<file path="src/rtl/dof_pkg.sv">
package dof_pkg;
  localparam logic [7:0] CH_CR  = 8'h0D;
  localparam logic [7:0] CH_LF  = 8'h0A;
  localparam logic [7:0] CH_ACK = 8'h2B;
  localparam logic [7:0] CH_BRK = 8'h03;
  localparam logic [7:0] CH_SOP = 8'h24;
  localparam logic [7:0] CH_OUT = 8'h4F;
  localparam logic [7:0] CH_EOP = 8'h23;

  typedef enum logic [3:0] {
    ST_COLLECT, ST_DOLLAR, ST_OH, ST_FETCH, ST_HEX_HI, ST_HEX_LO,
    ST_HASH, ST_SUM_HI, ST_SUM_LO, ST_AWAIT
  } dof_state_e;

  function automatic logic [7:0] hex_ascii(input logic [3:0] n);
    return (n < 4'd10) ? (8'h30 + {4'h0, n}) : (8'h37 + {4'h0, n});
  endfunction
endpackage

</file>
<file path="src/rtl/dof_line_mem.sv">
module dof_line_mem #(
  parameter int DEPTH = 100,
  parameter int W     = 8,
  localparam int AW   = (DEPTH > 1) ? $clog2(DEPTH) : 1
) (
  input  logic          clk,
  input  logic          we,
  input  logic [AW-1:0] waddr,
  input  logic [W-1:0]  wdata,
  input  logic [AW-1:0] raddr,
  output logic [W-1:0]  rdata
);
  logic [W-1:0] mem [DEPTH];

  always_ff @(posedge clk) begin
    if (we) mem[waddr] <= wdata;
    rdata <= mem[raddr];
  end
endmodule

</file>
<file path="src/rtl/dof_seq.sv">
module dof_seq
  import dof_pkg::*;
#(
  parameter int DEPTH = 100,
  localparam int AW   = (DEPTH > 1) ? $clog2(DEPTH) : 1,
  localparam int CW   = $clog2(DEPTH + 1)
) (
  input  logic          clk,
  input  logic          rst,
  input  logic          in_valid,
  input  logic [7:0]    in_data,
  output logic          in_ready,
  output logic          wr_en,
  output logic [AW-1:0] wr_addr,
  output logic [7:0]    wr_data,
  output logic [AW-1:0] rd_addr,
  input  logic [7:0]    rd_data,
  output logic          tx_valid,
  output logic [7:0]    tx_data,
  input  logic          tx_ready,
  input  logic          rx_valid,
  input  logic [7:0]    rx_data,
  output logic          brk_pulse
);
  dof_state_e state, nxt;
  logic [CW-1:0] cnt, idx;
  logic [7:0]    csum, cur_byte;
  logic          accept;

  assign accept  = in_valid && in_ready;
  assign wr_en   = accept && (in_data != CH_CR) && (in_data != CH_LF);
  assign wr_addr = cnt[AW-1:0];
  assign wr_data = in_data;
  assign rd_addr = idx[AW-1:0];

  always_comb begin
    cur_byte = 8'h00;
    nxt      = state;
    case (state)
      ST_DOLLAR: begin cur_byte = CH_SOP; nxt = ST_OH; end
      ST_OH:     begin cur_byte = CH_OUT; nxt = (cnt == '0) ? ST_HASH : ST_FETCH; end
      ST_HEX_HI: begin cur_byte = hex_ascii(rd_data[7:4]); nxt = ST_HEX_LO; end
      ST_HEX_LO: begin
        cur_byte = hex_ascii(rd_data[3:0]);
        nxt = (idx + CW'(1) == cnt) ? ST_HASH : ST_FETCH;
      end
      ST_HASH:   begin cur_byte = CH_EOP; nxt = ST_SUM_HI; end
      ST_SUM_HI: begin cur_byte = hex_ascii(csum[7:4]); nxt = ST_SUM_LO; end
      ST_SUM_LO: begin cur_byte = hex_ascii(csum[3:0]); nxt = ST_AWAIT; end
      default:   ;
    endcase
  end

  always_ff @(posedge clk) begin
    if (rst) begin
      state     <= ST_COLLECT;
      cnt       <= '0;
      idx       <= '0;
      csum      <= '0;
      in_ready  <= 1'b1;
      tx_valid  <= 1'b0;
      tx_data   <= '0;
      brk_pulse <= 1'b0;
    end else begin
      brk_pulse <= 1'b0;
      case (state)
        ST_COLLECT: begin
          if (accept && in_data != CH_CR) begin
            if (in_data == CH_LF || cnt + CW'(1) == CW'(DEPTH)) begin
              state    <= ST_DOLLAR;
              in_ready <= 1'b0;
              csum     <= '0;
              idx      <= '0;
            end
            if (in_data != CH_LF) cnt <= cnt + CW'(1);
          end
        end
        ST_FETCH: state <= ST_HEX_HI;
        ST_AWAIT: begin
          if (rx_valid) begin
            if (rx_data == CH_ACK || rx_data == CH_BRK) begin
              state     <= ST_COLLECT;
              cnt       <= '0;
              in_ready  <= 1'b1;
              brk_pulse <= (rx_data == CH_BRK);
            end else begin
              state <= ST_DOLLAR;
              csum  <= '0;
              idx   <= '0;
            end
          end
        end
        default: begin
          if (!tx_valid) begin
            tx_valid <= 1'b1;
            tx_data  <= cur_byte;
          end else if (tx_ready) begin
            tx_valid <= 1'b0;
            state    <= nxt;
            if (state == ST_OH || state == ST_HEX_HI || state == ST_HEX_LO)
              csum <= csum + tx_data;
            if (state == ST_HEX_LO) idx <= idx + CW'(1);
          end
        end
      endcase
    end
  end


  tx_hold_chk: assert property (@(posedge clk) disable iff (rst)
    tx_valid && !tx_ready |=> tx_valid && $stable(tx_data));

  brk_single_chk: assert property (@(posedge clk) disable iff (rst)
    brk_pulse |=> !brk_pulse);

  brk_cause_chk: assert property (@(posedge clk) disable iff (rst)
    brk_pulse |-> $past(rx_valid && rx_data == CH_BRK));

  lf_closes_input_chk: assert property (@(posedge clk) disable iff (rst)
    in_valid && in_ready && in_data == CH_LF |=> !in_ready);

  quiet_while_open_chk: assert property (@(posedge clk) disable iff (rst)
    in_ready |-> !tx_valid);

  cnt_bound_chk: assert property (@(posedge clk) disable iff (rst)
    cnt <= CW'(DEPTH));

  ack_reopens_chk: assert property (@(posedge clk) disable iff (rst)
    state == ST_AWAIT && rx_valid && rx_data == CH_ACK |=> in_ready && cnt == '0);
endmodule

</file>
<file path="src/rtl/dbg_out_framer.sv">
module dbg_out_framer
  import dof_pkg::*;
#(
  parameter int DEPTH = 100,
  localparam int AW   = (DEPTH > 1) ? $clog2(DEPTH) : 1
) (
  input  logic       clk,
  input  logic       rst,
  input  logic       in_valid,
  input  logic [7:0] in_data,
  output logic       in_ready,
  output logic       tx_valid,
  output logic [7:0] tx_data,
  input  logic       tx_ready,
  input  logic       rx_valid,
  input  logic [7:0] rx_data,
  output logic       brk_pulse
);
  logic          wr_en;
  logic [AW-1:0] wr_addr, rd_addr;
  logic [7:0]    wr_data, rd_data;

  dof_line_mem #(.DEPTH(DEPTH), .W(8)) u_mem (
    .clk(clk), .we(wr_en), .waddr(wr_addr), .wdata(wr_data),
    .raddr(rd_addr), .rdata(rd_data)
  );

  dof_seq #(.DEPTH(DEPTH)) u_seq (
    .clk(clk), .rst(rst),
    .in_valid(in_valid), .in_data(in_data), .in_ready(in_ready),
    .wr_en(wr_en), .wr_addr(wr_addr), .wr_data(wr_data),
    .rd_addr(rd_addr), .rd_data(rd_data),
    .tx_valid(tx_valid), .tx_data(tx_data), .tx_ready(tx_ready),
    .rx_valid(rx_valid), .rx_data(rx_data), .brk_pulse(brk_pulse)
  );


  cr_no_store_chk: assert property (@(posedge clk) disable iff (rst)
    in_valid && in_ready && in_data == CH_CR |-> !wr_en);
endmodule

</file>
<file path="config.mk">
export PLATFORM = sky130hd
export DESIGN_NAME = dbg_out_framer
export DESIGN_NICKNAME = d
export VERILOG_FILES = /design/src/rtl/dof_pkg.sv /design/src/rtl/dof_line_mem.sv /design/src/rtl/dof_seq.sv /design/src/rtl/dbg_out_framer.sv
export SDC_FILE = /design/constraint.sdc
export NUM_CORES = 1
export LEC_CHECK = 0
export ABC_AREA = 0
export BUFFER_PORTS_ARGS = -buffer_cell sky130_fd_sc_hd__buf_2
export CAP_MARGIN = 20
export CORE_ASPECT_RATIO = 1.25
export CORE_MARGIN = 2
export CORE_UTILIZATION = 30
export DETAILED_ROUTE_END_ITERATION = 8
export PLACE_DENSITY_LB_ADDON = 0.05
export SYNTH_ARGS = -nofsm -noshare
export SYNTH_HDL_FRONTEND = slang
export SYNTH_SLANG_ARGS = --single-unit
</file>
<file path="constraint.sdc">
create_clock -name clk -period 6 [get_ports clk]
set_clock_uncertainty 0.1 [all_clocks]
set_input_delay 0.6 -clock clk [delete_from_list [all_inputs] [get_ports clk]]
set_output_delay 0.6 -clock clk [all_outputs]
set_load 0.02 [all_outputs]
</file>
==> results.yml <==
synth:
  yosysUniqueCellTypes: 74
  synth_top_area_share: 0.705
  synth_edf_count: 800
  ys_top_cells_by_area: "edfxtp_1 (71%), mux4_2 (15%), dfxtp_1 (2.6%), nor2_1 (1.7%), mux2i_1 (0.94%)"
  synth_flop_cell: "edfxtp_1"
  syn_nets: 1774
  ys_seq_area_frac: 0.731
  yosys.area.top_type: "edfxtp_1"
  ys_seq_elements: 844
  synth_cells: 1738
  syn-cell-area_sq_mm: 0.0341
  synth-async-reset-ratio: 0
  syn_area_per_cell_sq_um: 19.6
  synth-warning-count: 0
grt:
  grt_start_max_net_pins: 57
  antenna_found_initial: 5
  grt_pass1_vias: 18000
  grtUsageTotal: 0.175
  overflow: 0
  grt_first_pass_wirelength_um: 143000
layout:
  multi_input_area_sq_mm: 0.00857
  area_delta_synth_final_pct: 14.5
  final_common_cell: "edfxtp_1"
  seq_area_sq_mm: 0.0249
  drive_gt1_frac: 0.252
  final_cells: 3345
  fillers: 10600
  n_antenna_cell: 0
  layout.nets: 1836
  final_cell_mix: "edfxtp_1 (800), mux4_2 (234), nor2_1 (150)"
floorplan:
  fp-row-count: 138
  die_height_um: 381
  die_area_sq_mm: 0.116
  core_area_sq_mm: 0.113
  ios: 32
  dieWidth_um: 305
  start_util: 0.302
sta:
  fmax_ghz: 0.289
  slew_violations: 0
  rsz0062_at_grt: "no"
  min_period_ns: 3.46
  slew_headroom: 0.349
  tns_ns: 0
  min_period_over_period: 0.577
  setup_viol: 0
  setup_ws_ns: 2.54
  hold_viol_final: 0
  worstMarginPinSlew_ns: 0.977
status:
  outcome: "complete, no violations"
setup_path:
  required_ns: 6.18
  critPathArrivalTime_ns: 3.65
  reg2reg_from: "u_seq.rd_addr[0]"
  r2r_setup_slack_ns: 2.68
  cp-start-kind: "input pin"
  end_kind: "flop"
  crit_start: "in_data[0]"
  criticalPathCategory: "input pin to flop"
  r2r_end: "u_mem.rdata[0]"
  cp_max_fo: 47
  reg2reg_depth: 7
  endpoint: "u_mem.mem[54][2]"
detailed_routing:
  wl_per_cell_um: 30.3
  drtPass1Iterations: 5
  post-route-drc-count: 0
  drt-total-wl_um: 101000
  final_antenna_net_count: 0
  drt_iter0_drc: 1487
  drt-vias-per-instance: 5.08
  vias: 17000
cts:
  clock_latency_ns: 0.67
  cts.clk_slew.worst_paths_ns: 0.07
  cts_setup_buffers: 0
  cts_tree: "built"
  cts_inserted_buffers: 89
  clock_path_buffers: 3
  h-tree-depth: 3
  cts_root_buffer: "clkbuf_16"
  cts_sinks: 844
  hold_buffers: 0
  postCtsResizedCells: 0
pwr:
  p_per_area_mw_per_mm2: 329
  p_switching_mw: 2.82
  irDropWorstVdd_uv: 210
  p_comb_frac: 0.039
  power.internal_mw: 10.0
  swShare: 0.220
  power_frac_seq: 0.508
  clkPwrFrac: 0.453
  leakage_nw: 11.7
hold_path:
  hold_start: "rx_data[4]"
  worstHoldPathCells: 3
  hp-class: "input pin to flop"
placement:
  hpwl_um: 64600
  port_buffers: 30
  post-place-ws_ns: 1.72
  dp.cells: 3179
  place_congestion: 0.781
run:
  drv_cap: 0
cells by family (layout without fill, tap and decap cells):
logic type	Yosys count	count (layout)	share of synthesized area
adders and majority gates	15	15	0.00573
AOI/OAI and AO/OA	146	146	0.0281
DFF	844	844	0.731
muxes	269	269	0.166
and+or+nand+nor	323	323	0.0451
buffers and inverters	115	252	0.0177
other	1	1	0.000110
xor gates and xnor gates	25	25	0.00643
cell usage after synthesis (5+ instances only):
| library cell | instances |
|---|---|
| o21ai_1 | 10 |
| nand2_1 | 64 |
| o22ai_1 | 12 |
| buf_2 | 34 |
| nor3b_1 | 7 |
| mux4_2 | 234 |
| buf_1 | 8 |
| nor2b_1 | 14 |
| nand2b_1 | 8 |
| buf_6 | 7 |
| buf_4 | 10 |
| nand3_1 | 20 |
| a21oi_1 | 35 |
| o21ai_0 | 21 |
| ha_1 | 14 |
| or3_1 | 5 |
| a221oi_1 | 8 |
| dfxtp_1 | 44 |
| o21a_1 | 7 |
| nor3_1 | 17 |
| nor2_1 | 150 |
| o211ai_1 | 6 |
| xor2_1 | 8 |
| inv_1 | 19 |
| edfxtp_1 | 800 |
| nand3b_1 | 7 |
| a211oi_1 | 13 |
| clkbuf_1 | 33 |
| xnor2_1 | 17 |
| mux2i_1 | 32 |
state kept, by name, indices dropped and copies added (netlist names):
register / cells
u_mem.mem: 800
u_seq.csum: 8
u_seq.tx_valid: 1
u_mem.rdata: 8
u_seq.brk_pulse: 1
u_seq.state: 4
u_seq.wr_addr: 7
u_seq.in_ready: 1
u_seq.tx_data: 7
u_seq.rd_addr: 7
final cells by class:
type	count	share of cell area
clock buffers	100	0.0593
clock inverters	66	0.0196
inverters	20	0.00193
multi-input cells	779	0.220
flip-flops and latches	844	0.639
well taps	1470	0.0472
repair buffers	66	0.0129
through the flow:
step | hold slack, ns | power [mW] | utilization | area, sq um
after floorplan | 0.373 | 6.86 | - | 34100
after global placement | 0.399 | 7.17 | 0.318 | 35900
after detailed placement | 0.411 | 7.16 | 0.318 | 35900
after CTS | 0.0457 | 13.0 | 0.345 | 39000
after global routing | 0.0858 | 13.3 | 0.345 | 39000
final | 0.104 | 12.8 | 0.345 | 39000
worst max-delay path, stage by stage:
cell	delay, ns
buf_4	0.49
nor3b_1	0.18
o211ai_1	0.20
nand3_1	0.12
nor2_1	0.32
nand3_2	0.77
nor2_1	0.87
how the worst min path moves through the flow:
stage | slack, ns | endpoint
finish | 0.10 | u_seq.brk_pulse
global route | 0.09 | u_seq.brk_pulse
CTS | 0.05 | u_seq.brk_pulse
detailed placement | 0.41 | u_seq.tx_data[2]
global placement | 0.40 | u_seq.tx_data[6]
floorplan | 0.37 | u_seq.csum[4]
power groups by stage:
stage | clock network [mW] | logic [mW] | registers [mW]
after detailed placement | 0 | 0.519 | 6.65
final | 5.82 | 0.502 | 6.52
after CTS | 5.99 | 0.520 | 6.52
after global placement | 0 | 0.519 | 6.65
after global routing | 6.19 | 0.544 | 6.52
after floorplan | 0 | 0.229 | 6.63
routing by layer:
| layer | track usage | share of wire | vias to the layer above |
|---|---|---|---|
| met5 | 0 | 0 | - |
| met4 | 0.0592 | 0.029 | 0 |
| met3 | 0.0280 | 0.043 | 122 |
| met2 | 0.300 | 0.51 | 462 |
| met1 | 0.224 | 0.42 | 9160 |
| li1 | - | - | 7265 |
Power figures use the tool's default switching activity.
